--- src/rtl/rbp_pkg.sv ---
// Package: shared constants and the access classification type for the
// ring-bus peripheral. Assumes register indices fit in the address width.
package rbp_pkg;

    // Implemented register indices; the FIFO port is index 0.
    localparam int RBP_IDX_FIFO    = 0;
    localparam int RBP_IDX_COUNT   = 1;
    localparam int RBP_IDX_SCRATCH = 2;
    localparam int RBP_IDX_TICKS   = 3;
    localparam int RBP_N_REGS      = 4;

    // Kind of bus cycle seen in the current clock.
    typedef enum logic [2:0] {
        ACC_IDLE,
        ACC_POLL,
        ACC_UNTAGGED_WR,
        ACC_REG_RD,
        ACC_REG_WR
    } rbp_acc_t;

endpackage

--- src/rtl/rbp_decode.sv ---
// Module: rbp_decode
// Classifies the bus cycle from strobe, direction and tag, and decodes the
// address into one select line per implemented register. Purely
// combinational; assumes inputs are stable for the whole clock.
module rbp_decode
    import rbp_pkg::*;
#(
    parameter int ADDR_W = 8
) (
    input  logic                  strobe,
    input  logic                  wr_en,
    input  logic                  addr_tag,
    input  logic [ADDR_W-1:0]     addr,
    output rbp_acc_t              kind,
    output logic [RBP_N_REGS-1:0] sel
);

    // Classify the access.
    always_comb begin
        if (!strobe)        kind = ACC_IDLE;
        else if (!addr_tag) kind = wr_en ? ACC_UNTAGGED_WR : ACC_POLL;
        else                kind = wr_en ? ACC_REG_WR : ACC_REG_RD;
    end

    // One comparator per implemented register.
    for (genvar i = 0; i < RBP_N_REGS; i++) begin : g_sel
        assign sel[i] = (addr == ADDR_W'(i));
    end

endmodule

--- src/rtl/rbp_fifo.sv ---
// Module: rbp_fifo
// Synchronous byte FIFO with occupancy count. Pointers wrap explicitly, so
// any depth of 2 or more works. Assumes the caller never pushes when full
// nor pops when empty (checked below).
module rbp_fifo #(
    parameter int DATA_W = 8,
    parameter int DEPTH  = 16
) (
    input  logic              clk,
    input  logic              rst_n,
    input  logic              push,
    input  logic [DATA_W-1:0] wdata,
    input  logic              pop,
    output logic [DATA_W-1:0] head,
    output logic [$clog2(DEPTH+1)-1:0] count,
    output logic              full,
    output logic              empty
);

    localparam int PTR_W = $clog2(DEPTH);
    localparam int CNT_W = $clog2(DEPTH+1);
    localparam logic [PTR_W-1:0] LAST = PTR_W'(DEPTH-1);

    logic [DATA_W-1:0] mem [DEPTH];
    logic [PTR_W-1:0]  wr_ptr, rd_ptr;

    // Storage write; no reset needed for the data array.
    always_ff @(posedge clk) begin
        if (push) mem[wr_ptr] <= wdata;
    end

    // Pointer and occupancy bookkeeping.
    always_ff @(posedge clk) begin
        if (!rst_n) begin
            wr_ptr <= '0;
            rd_ptr <= '0;
            count  <= '0;
        end else begin
            if (push) wr_ptr <= (wr_ptr == LAST) ? '0 : wr_ptr + 1'b1;
            if (pop)  rd_ptr <= (rd_ptr == LAST) ? '0 : rd_ptr + 1'b1;
            if (push && !pop)      count <= count + 1'b1;
            else if (pop && !push) count <= count - 1'b1;
        end
    end

    assign head  = mem[rd_ptr];
    assign full  = (count == CNT_W'(DEPTH));
    assign empty = (count == '0);

    a_r3_no_overflow: assert property (@(posedge clk) disable iff (!rst_n)
        count <= CNT_W'(DEPTH));
    a_r3_no_push_when_full: assert property (@(posedge clk) disable iff (!rst_n)
        push |-> !full);
    a_r4_no_pop_when_empty: assert property (@(posedge clk) disable iff (!rst_n)
        pop |-> !empty);
    a_r3_push_grows: assert property (@(posedge clk) disable iff (!rst_n)
        (push && !pop) |=> count == $past(count) + 1'b1);

endmodule

--- src/rtl/rbp_ticks.sv ---
// Module: rbp_ticks
// Sticky capture of periodic timing pulses. A clear wipes the old value,
// but pulses arriving in the clear cycle are kept. Assumes pulses last one
// clock.
module rbp_ticks #(
    parameter int TICK_W = 8
) (
    input  logic              clk,
    input  logic              rst_n,
    input  logic [TICK_W-1:0] ticks,
    input  logic              clear,
    output logic [TICK_W-1:0] seen
);

    // Accumulate pulses; clear-on-read loses none arriving in that cycle.
    always_ff @(posedge clk) begin
        if (!rst_n) seen <= '0;
        else        seen <= (clear ? '0 : seen) | ticks;
    end

    a_r10_sticky: assert property (@(posedge clk) disable iff (!rst_n)
        !clear |=> (seen & $past(seen)) == $past(seen));
    a_r10_new_pulse_kept: assert property (@(posedge clk) disable iff (!rst_n)
        clear |=> seen == $past(ticks));

endmodule

--- src/rtl/ring_fifo_periph.sv ---
// Module: ring_fifo_periph
// Ring-bus target with a loopback FIFO port (index 0), occupancy (1),
// scratch (2) and tick capture (3). Unstrobed cycles pass ring data through.
// A non-empty FIFO read stalls one cycle. Assumes the controller holds the
// cycle's inputs stable until stall is low.
module ring_fifo_periph
    import rbp_pkg::*;
#(
    parameter int DATA_W     = 8,
    parameter int ADDR_W     = 8,
    parameter int TICK_W     = 8,
    parameter int FIFO_DEPTH = 16
) (
    input  logic              clk,
    input  logic              rst_n,
    input  logic              strobe,
    input  logic              wr_en,
    input  logic              addr_tag,
    input  logic [ADDR_W-1:0] addr,
    input  logic [DATA_W-1:0] data_in,
    output logic [DATA_W-1:0] data_out,
    output logic              stall,
    output logic              ack,
    input  logic [TICK_W-1:0] ticks
);

    localparam int CNT_W = $clog2(FIFO_DEPTH+1);

    rbp_acc_t              kind;
    logic [RBP_N_REGS-1:0] sel;
    logic                  sel_known;
    logic [DATA_W-1:0]     head, rd_data_q, scratch_q, cnt_ext, ticks_ext;
    logic [CNT_W-1:0]      count;
    logic                  full, empty;
    logic                  rd_wait, fifo_rd, push, pop;
    logic [TICK_W-1:0]     seen;

    rbp_decode #(.ADDR_W(ADDR_W)) i_decode (
        .strobe(strobe), .wr_en(wr_en), .addr_tag(addr_tag), .addr(addr),
        .kind(kind), .sel(sel)
    );

    rbp_fifo #(.DATA_W(DATA_W), .DEPTH(FIFO_DEPTH)) i_fifo (
        .clk(clk), .rst_n(rst_n), .push(push), .wdata(data_in), .pop(pop),
        .head(head), .count(count), .full(full), .empty(empty)
    );

    rbp_ticks #(.TICK_W(TICK_W)) i_ticks (
        .clk(clk), .rst_n(rst_n), .ticks(ticks),
        .clear(kind == ACC_REG_RD && sel[RBP_IDX_TICKS]), .seen(seen)
    );

    assign sel_known = |sel;
    assign cnt_ext   = DATA_W'(count);
    assign ticks_ext = DATA_W'(seen);

    // FIFO port control: stall once, then pop with acknowledge.
    assign fifo_rd = (kind == ACC_REG_RD) && sel[RBP_IDX_FIFO] && !empty;
    assign stall   = fifo_rd && !rd_wait;
    assign pop     = fifo_rd && rd_wait;
    assign push    = (kind == ACC_REG_WR) && sel[RBP_IDX_FIFO] && !full;

    // Track the stall phase of a FIFO read and capture the head byte.
    always_ff @(posedge clk) begin
        if (!rst_n) begin
            rd_wait   <= 1'b0;
            rd_data_q <= '0;
        end else begin
            rd_wait <= stall;
            if (stall) rd_data_q <= head;
        end
    end

    // Scratch register write.
    always_ff @(posedge clk) begin
        if (!rst_n)                                       scratch_q <= '0;
        else if (kind == ACC_REG_WR && sel[RBP_IDX_SCRATCH]) scratch_q <= data_in;
    end

    // Acknowledge generation per access kind.
    always_comb begin
        unique case (kind)
            ACC_POLL:   ack = 1'b1;
            ACC_REG_WR: ack = sel[RBP_IDX_FIFO] ? !full : 1'b1;
            ACC_REG_RD: ack = sel[RBP_IDX_FIFO] ? rd_wait : 1'b1;
            default:    ack = 1'b0;
        endcase
    end

    // Ring data output: pass-through unless a read supplies data.
    always_comb begin
        data_out = data_in;
        if (kind == ACC_POLL) begin
            data_out = cnt_ext;
        end else if (kind == ACC_REG_RD) begin
            if (!sel_known)                 data_out = '0;
            else if (sel[RBP_IDX_FIFO])     data_out = rd_wait ? rd_data_q :
                                                       (empty ? '0 : data_in);
            else if (sel[RBP_IDX_COUNT])    data_out = cnt_ext;
            else if (sel[RBP_IDX_SCRATCH])  data_out = scratch_q;
            else                            data_out = ticks_ext;
        end
    end

    a_r1_passthrough: assert property (@(posedge clk) disable iff (!rst_n)
        (!strobe || wr_en) |-> data_out == data_in);
    a_r11_stall_no_ack: assert property (@(posedge clk) disable iff (!rst_n)
        stall |-> !ack);
    a_r11_single_stall: assert property (@(posedge clk) disable iff (!rst_n)
        stall |=> !stall);
    a_r7_poll_immediate: assert property (@(posedge clk) disable iff (!rst_n)
        (strobe && !wr_en && !addr_tag) |-> (ack && !stall && data_out == cnt_ext));
    a_r8_untagged_write_nack: assert property (@(posedge clk) disable iff (!rst_n)
        (strobe && wr_en && !addr_tag) |-> !ack);
    a_r8_untagged_write_inert: assert property (@(posedge clk) disable iff (!rst_n)
        (strobe && wr_en && !addr_tag) |=> ($stable(count) && $stable(scratch_q)));
    a_r2_scratch_hold: assert property (@(posedge clk) disable iff (!rst_n)
        !(strobe && wr_en && addr_tag && addr == ADDR_W'(RBP_IDX_SCRATCH))
        |=> $stable(scratch_q));
    a_r5_empty_read: assert property (@(posedge clk) disable iff (!rst_n)
        (strobe && !wr_en && addr_tag && addr == '0 && empty && !rd_wait)
        |-> (!ack && !stall && data_out == '0));

endmodule

--- config.mk ---
export PLATFORM = sky130hd
export DESIGN_NAME = ring_fifo_periph
export DESIGN_NICKNAME = d
export VERILOG_FILES = /design/src/rtl/rbp_pkg.sv /design/src/rtl/rbp_decode.sv /design/src/rtl/rbp_fifo.sv /design/src/rtl/rbp_ticks.sv /design/src/rtl/ring_fifo_periph.sv
export SDC_FILE = /design/constraint.sdc
export NUM_CORES = 1
export LEC_CHECK = 0
export ABC_CLOCK_PERIOD_IN_PS = 3200
export BUFFER_PORTS_ARGS = -buffer_cell sky130_fd_sc_hd__buf_4
export CAP_MARGIN = 5
export CELL_PAD_IN_SITES_DETAIL_PLACEMENT = 2
export CELL_PAD_IN_SITES_GLOBAL_PLACEMENT = 2
export CORE_ASPECT_RATIO = 1.75
export CORE_UTILIZATION = 40
export CTS_CLUSTER_SIZE = 40
export DETAILED_ROUTE_END_ITERATION = 12
export PLACE_DENSITY = 0.84
export SLEW_MARGIN = 20
export SYNTH_ARGS = -nofsm -noshare
export SYNTH_HDL_FRONTEND = slang
export SYNTH_SLANG_ARGS = --single-unit
--- constraint.sdc ---
create_clock -name clk -period 3.2 [get_ports clk]
set_clock_uncertainty 0.15 [all_clocks]
set_input_delay 0.16 -clock clk [delete_from_list [all_inputs] [get_ports clk]]
set_output_delay 0.16 -clock clk [all_outputs]
set_load 0.02 [all_outputs]
==> metrics, run 1 <==
status completed; Max stage delay on crit path 580 ps; final max-slew violation count 0; dpl cell area roughly 7800 um2; clock tree from TritonCTS done; Core Area 17100 um2; worst hold slack 217 ps; later-pin clock latency in the skew report 430 ps; crit path launch type flip-flop; fmax 0.333 GHz; pin count of the biggest net entering global routing 37; final hold viol count 0; Slew headroom 0.475; clk buf depth 2; Total GRT Usage 0.246; slowest CP cell or4_4; vias in the first global route 5145; die area 18200 um2; CP bufs+invs 1; internal power 3.48 mW; DPL Wire Length ~15000 um; Flop pwr share 0.515; Synth Area in Compound Gates 0.0826; P&R area growth vs syn 20.7%; CP endpoint kind flip-flop; first-pass GRT wire length 31300 um; Final TNS setup 0 ps; ANT cells 0; CTS root buf clkbuf_16; Synth async-reset ratio 0; width of the die 102 um; multiplexer share of the synthesized area 0.129; initial antenna violation count 0; Top Family by Delay on Critical Path simple AND/OR/NAND/NOR gates; worst slew pin tran 786 ps; design area around 8500 um2; average wire per standard cell 25.8 um; Syn Inst Count 481; first-pass iteration count of the detailed router 4; final weighted congestion in routability-driven placement around 0.86; post-route DRC violation count 0; Port-buffer cells 38; Clk pwr share 0.443; Max FO, Critical Path 5; xor and xnor area share after synthesis 0.00746; main combinational cell family by area after synthesis multiplexers; Setup-failing EPs final 0; P per Cell Area 532 nW/um2; adder-cell share of the synthesized area 0.0206; CP Class reg -> reg; synthesized flop and latch total between 150 and 200; fill cell count about 1600; Yosys cell types 50; sw power 1.04 mW; FP Rows 63; Crit path arrival time around 3200 ps; syn_area_per_cell 14.6 um2; Synth Net Count 521; num ports 39; Comb pwr share 0.043; WP data required 3420 ps; clock tree sinks 166; initial drt markers 225; synth warn 0; total power 4.52 mW; min cycle time layout 3000 ps; number of flops mapped to enable cells by yosys 128; ys flop type edfxtp_1; path category of the worst min-delay check in -> reg; maximum resistive drop on vdd 0.361 mV; share of cells above drive strength 1 0.266; ordered list of cells on the worst path or4_4 > o21ai_2 > or3_1 > ha_1 > inv_1 > fa_1 > a21o_1 > a21oi_1 > xnor2_1 > or3_1 > a21oi_1; vias 4540; RSZ-0062 raised after global routing no; vias per cell 5.69; clock transition at the registers of the reported paths 70 ps; # Post-CTS Setup Buffers 0; Routed Antenna Nets 0; DRT Wirelength 20600 um; Final period util 0.939; Core Util, Final 0.497; Max-Cap Viols 0; Overflow after GRT 0; fin nets ~600; CTS Buf Count 17; H-Tree Level Count 4; Simple-Gate Fraction of Synth Area 0.0853; Die Height 178 um; post-synthesis sequential area ratio 0.654; Cell Area, Synth a little over 7000 um2; switching part of the total 0.230; initial core utilization 0.412; Leak Pwr 2.89 nW
==> timing repair <==
action,4_1_cts,5_1_grt
resized for setup,0,2
setup endpoints to repair,0,1
hold buffers,17,0
hold endpoints to repair,139,0
==> layout by cell type, fill, tap and decap left out, drive strengths merged, types with 3 or more instances in the layout <==
cell,netlist,layout
a21oi,27,27
a221oi,4,4
a22o,8,8
a22oi,19,19
a31oi,3,3
and2,4,4
buf,8,69
clkbuf,20,19
clkinv,0,4
dfxtp,38,38
dlygate4sd3,0,17
edfxtp,128,128
ha,10,10
inv,8,17
mux2,4,4
mux2i,14,14
mux4,32,32
nand2,26,26
nand3,5,5
nor2,52,52
nor3,8,8
nor4,5,5
o21ai,21,21
o22ai,4,4
or2,4,4
or3,3,3
xnor2,4,4
==> synthesized netlist by cell type (2+ instances only) <==
cell type | n | area (um2)
nor3_1 | 6 | 30.0
xnor2_1 | 4 | 35.0
a21oi_1 | 27 | 135
mux4_2 | 32 | 721
mux2_2 | 4 | 45.0
or4_4 | 2 | 22.5
or2_2 | 4 | 25.0
nand2_1 | 26 | 97.6
dfxtp_1 | 38 | 761
nand4b_1 | 2 | 17.5
nand2b_1 | 2 | 12.5
nand4_1 | 2 | 12.5
a221oi_1 | 4 | 35.0
a21o_1 | 2 | 15.0
nand3_1 | 5 | 25.0
ha_1 | 10 | 125
a31oi_1 | 3 | 18.8
o22ai_1 | 4 | 25.0
edfxtp_1 | 128 | 3840
a22oi_1 | 19 | 143
a22o_1 | 8 | 70.1
nor4_1 | 3 | 18.8
inv_1 | 8 | 30.0
mux2i_1 | 14 | 140
clkbuf_1 | 19 | 71.3
nor2_1 | 51 | 191
buf_2 | 5 | 25.0
and2_1 | 4 | 25.0
o21ai_0 | 21 | 105
or3_1 | 3 | 18.8
xor2_1 | 2 | 17.5
==> flip-flops by register name, summed over array words and instances, names as in the netlist <==
name,count
i_fifo.count,5
i_fifo.mem,128
i_fifo.rd_ptr,4
i_fifo.wr_ptr,4
i_ticks.seen,8
rd_data_q,8
rd_wait,1
scratch_q,8
==> routing by layer <==
metal | wire length [um] | vias to the layer above | GRT usage
li1 | - | 2017 | -
met1 | 7330 | 2369 | 0.252
met2 | 11900 | 108 | 0.468
met3 | 511 | 46 | 0.0343
met4 | 872 | 0 | 0.129
met5 | 0 | - | 0
==> path summary, 6_finish.rpt <==
kind / from / to / slack, ps / depth (start not counted)
worst max register to register: i_fifo.count[0] / i_fifo.count[4] / 200 / 11
worst min register to register: i_ticks.seen[6] / i_ticks.seen[6] / 340 / 2
worst max-delay path: i_fifo.count[0] / i_fifo.count[4] / 200 / 11
worst min-delay path: addr[1] / i_ticks.seen[6] / 220 / 5
==> kinds of logic after synthesis <==
family,after synthesis
simple gates,120
compound gates,92
mux,50
flops,166
buf+inv,36
xor+xnor,6
fa+ha+maj,11
==> area by class of cell <==
| type | instances | area, um2 | share of cell area |
|---|---|---|---|
| timing repair buffer | 86 | 713 | 0.0839 |
| sequential | 166 | 4610 | 0.542 |
| clock inverter | 13 | 109 | 0.0128 |
| tap | 227 | 284 | 0.0334 |
| multi-input combinational | 279 | 2300 | 0.270 |
| inverter | 8 | 30.0 | 0.00353 |
| clock buffer | 19 | 464 | 0.0546 |
==> through the flow <==
stage / std cells / setup WS (ps)
after detailed placement: 749 / 63.2
final: 798 / 196
after floorplan: 481 / 159
after CTS: 798 / 57.6
after global placement: 749 / 140
after global routing: 798 / 37.7
==> power groups by stage <==
stage | clock, mW | combinational, mW | sequential, mW
floorplan | 0 | 0.0740 | 2.37
global placement | 0 | 0.164 | 2.38
detailed placement | 0 | 0.175 | 2.38
CTS | 2.03 | 0.193 | 2.33
global route | 2.10 | 0.206 | 2.33
finish | 2.00 | 0.192 | 2.33
==> tightest hold or removal path, stage by stage <==
cell and delay [ps]:
buf_4 160, nand2_1 70, or2_2 210, a21oi_1 90
nor2_1 60
Power figures use the tool's default switching activity.
==> run 2: changes to the inputs <==
CAP_MARGIN = unset   (was 5)
CELL_PAD_IN_SITES_DETAIL_PLACEMENT = unset   (was 2)
CELL_PAD_IN_SITES_GLOBAL_PLACEMENT = unset   (was 2)
CORE_ASPECT_RATIO = unset   (was 1.75)
PLACE_DENSITY = 0.66   (was 0.84)
==> run 2 against run 1 <==
- total power down 2.0%
- non-clock buffer count up 2
- design area down 0.12%
- wire length down 25%
- final cell count unchanged
- via count down 2.5%
- die area down 0.11%
- critical path type unchanged
- largest cell class unchanged
- largest power group unchanged
==> metrics, run 2 (same netlist as run 1, synthesis figures left out) <==
average wire per standard cell 19.4 um (-25%); GRT busiest layer met2; share of cells above drive strength 1 0.264 (-0.00267); Routed Antenna Nets 0 (unchanged); Reg with most FFs i_fifo.mem; Slew headroom 0.545 (+0.0702); CP Class reg -> reg; Hold Crit Endpoint i_ticks.seen[4]; DRT Wirelength 15500 um (-25%); Hold Startpoint addr[1]; initial drt markers 377 (+68%); worst slew pin tran 681 ps (-105 ps); max FFs per register 128 (unchanged); ANT cells 0 (unchanged); worst hold slack 191 ps (-26.4 ps); Crit path arrival time 3240 ps (+20 ps); met1 GRT Util 0.248 (-0.00429); Max-Cap Viols 0 (unchanged); CP endpoint kind flip-flop; CTS Buf Count 17 (unchanged); Core Util, Final 0.493 (-0.00437); commonest cells after routing, fill and taps aside 128 x edfxtp_1, 70 x buf_4, 51 x nor2_1; # placed instances 749 (unchanged); path category of the worst min-delay check in -> reg; FF-to-FF setup slack 150 ps (-50 ps); RSZ-0062 raised after global routing no; worst r2r dst i_fifo.count[4]; vias in the first global route 4402 (-14%); reg2reg start i_fifo.count[2]; P per Cell Area 522 nW/um2 (-1.9%); final hold viol count 0 (unchanged); ordered list of cells on the worst path or4_4 > o21ai_2 > or3_1 > ha_1 > inv_1 > fa_1 > a21o_1 > a21oi_1 > xnor2_1 > or3_1 > a21oi_1; first-pass iteration count of the detailed router 5 (+1); Setup-failing EPs final 0 (unchanged); initial core utilization 0.409 (-0.00314); pin count of the biggest net entering global routing 29 (-22%); status completed; non-filler cells, final 798 (unchanged); initial antenna violation count 0 (unchanged); P&R area growth vs syn 20.6%; die area 18100 um2 (-0.11%); Die Height 135 um (-24%); Max stage delay on crit path 540 ps (-40 ps); fmax 0.328 GHz (-1.5%); Port-buffer cells 38 (unchanged); # Post-CTS Setup Buffers 0 (unchanged); first-pass GRT wire length 24100 um (-23%); min cycle time layout 3050 ps (+45.7 ps); H-Tree Level Count 4 (unchanged); slowest CP cell or4_4; Core Area 17200 um2 (+0.77%); M3 GR Usage 0.0327 (-0.00161); later-pin clock latency in the skew report 420 ps (about the same); total power 4.44 mW (-2.0%); final weighted congestion in routability-driven placement 0.884 (+2.6%); num ports 39 (unchanged); Final TNS setup 0 ps (unchanged); Leak Pwr 2.87 nW (-0.54%); Worst Reg-to-Reg Cells 11 (unchanged); WP data required 3390 ps (-30 ps); Max FO, Critical Path 6 (+1); FP Rows 48 (-24%); Cells on Worst Hold Path 5 (unchanged); clk buf depth 2 (unchanged); width of the die 135 um (+32%); Final period util 0.953 (+0.0143); Total GRT Usage 0.181 (-0.0646); fin nets 600 (+0.33%); Overflow after GRT 0 (unchanged); final max-slew violation count 0 (unchanged); CTS root buf clkbuf_16; clock tree sinks 166 (unchanged); maximum resistive drop on vdd 0.311 mV (-14%); commonest non-fill, non-tap cell in the layout edfxtp_1; crit path launch type flip-flop; clock tree from TritonCTS done; post-route DRC violation count 0 (unchanged); clock transition at the registers of the reported paths 60 ps (about the same); DPL Wire Length 10300 um (-30%); M2 GR Usage 0.274 (-0.195); vias per cell 5.55 (-2.5%); vias 4426 (-2.5%)
-- run 2: cell type report --
class	instances	area (um2)
well taps	225	282
flip-flops and latches	166	4610
fillers	1453	8740
clock buffers	18	429
multi-input cells	279	2300
repair buffers	88	716
clock inverters	14	134
inverters	8	30.0
-- run 2: worst max path at each step --
stage,startpoint,endpoint,cells past startpoint
5_1_grt,i_fifo.count[2],i_fifo.count[4],11
2_1_floorplan,i_fifo.count[0],i_fifo.count[4],11
4_1_cts,i_fifo.count[2],i_fifo.count[4],11
3_3_place_gp,i_fifo.count[2],i_fifo.count[4],11
6_report,i_fifo.count[2],i_fifo.count[4],11
3_5_place_dp,i_fifo.count[2],i_fifo.count[4],11
-- run 2: metrics by stage --
| step | worst slack (ps) | instance area [um2] |
|---|---|---|
| finish | 150 | 8490 |
| global route | 11.8 | 8490 |
| CTS | 56.4 | 8490 |
| detailed placement | 82.9 | 7750 |
| global placement | 211 | 7750 |
| floorplan | 159 | 7040 |
-- run 2: critical path, delay by kind of cell (launching register included) --
family | cells | cell delay, ps
AOI/OAI and AO/OA | 4 | 670
xor gates and xnor gates | 1 | 100
adders and majority gates | 2 | 600
buffers and inverters | 1 | 110
DFF | 1 | 370
and+or+nand+nor | 3 | 970
-- run 2: metal layers --
layer  share of wire  vias up
li1                -     2023
met1            0.45     2192
met2            0.46      171
met3           0.054       40
met4           0.041        0
met5               0        -
-- run 2: timing repair --
action | 4_1_cts | 5_1_grt
endpoints found under the hold margin | 137 | 0
hold buffers | 17 | 0
resized for setup | 0 | 2
endpoints found under the setup margin | 0 | 1
-- run 2: report_power, final --
part           switching (mW)  internal (mW)
Clock                   0.783           1.14
Sequential            0.00403           2.32
Combinational           0.110         0.0772
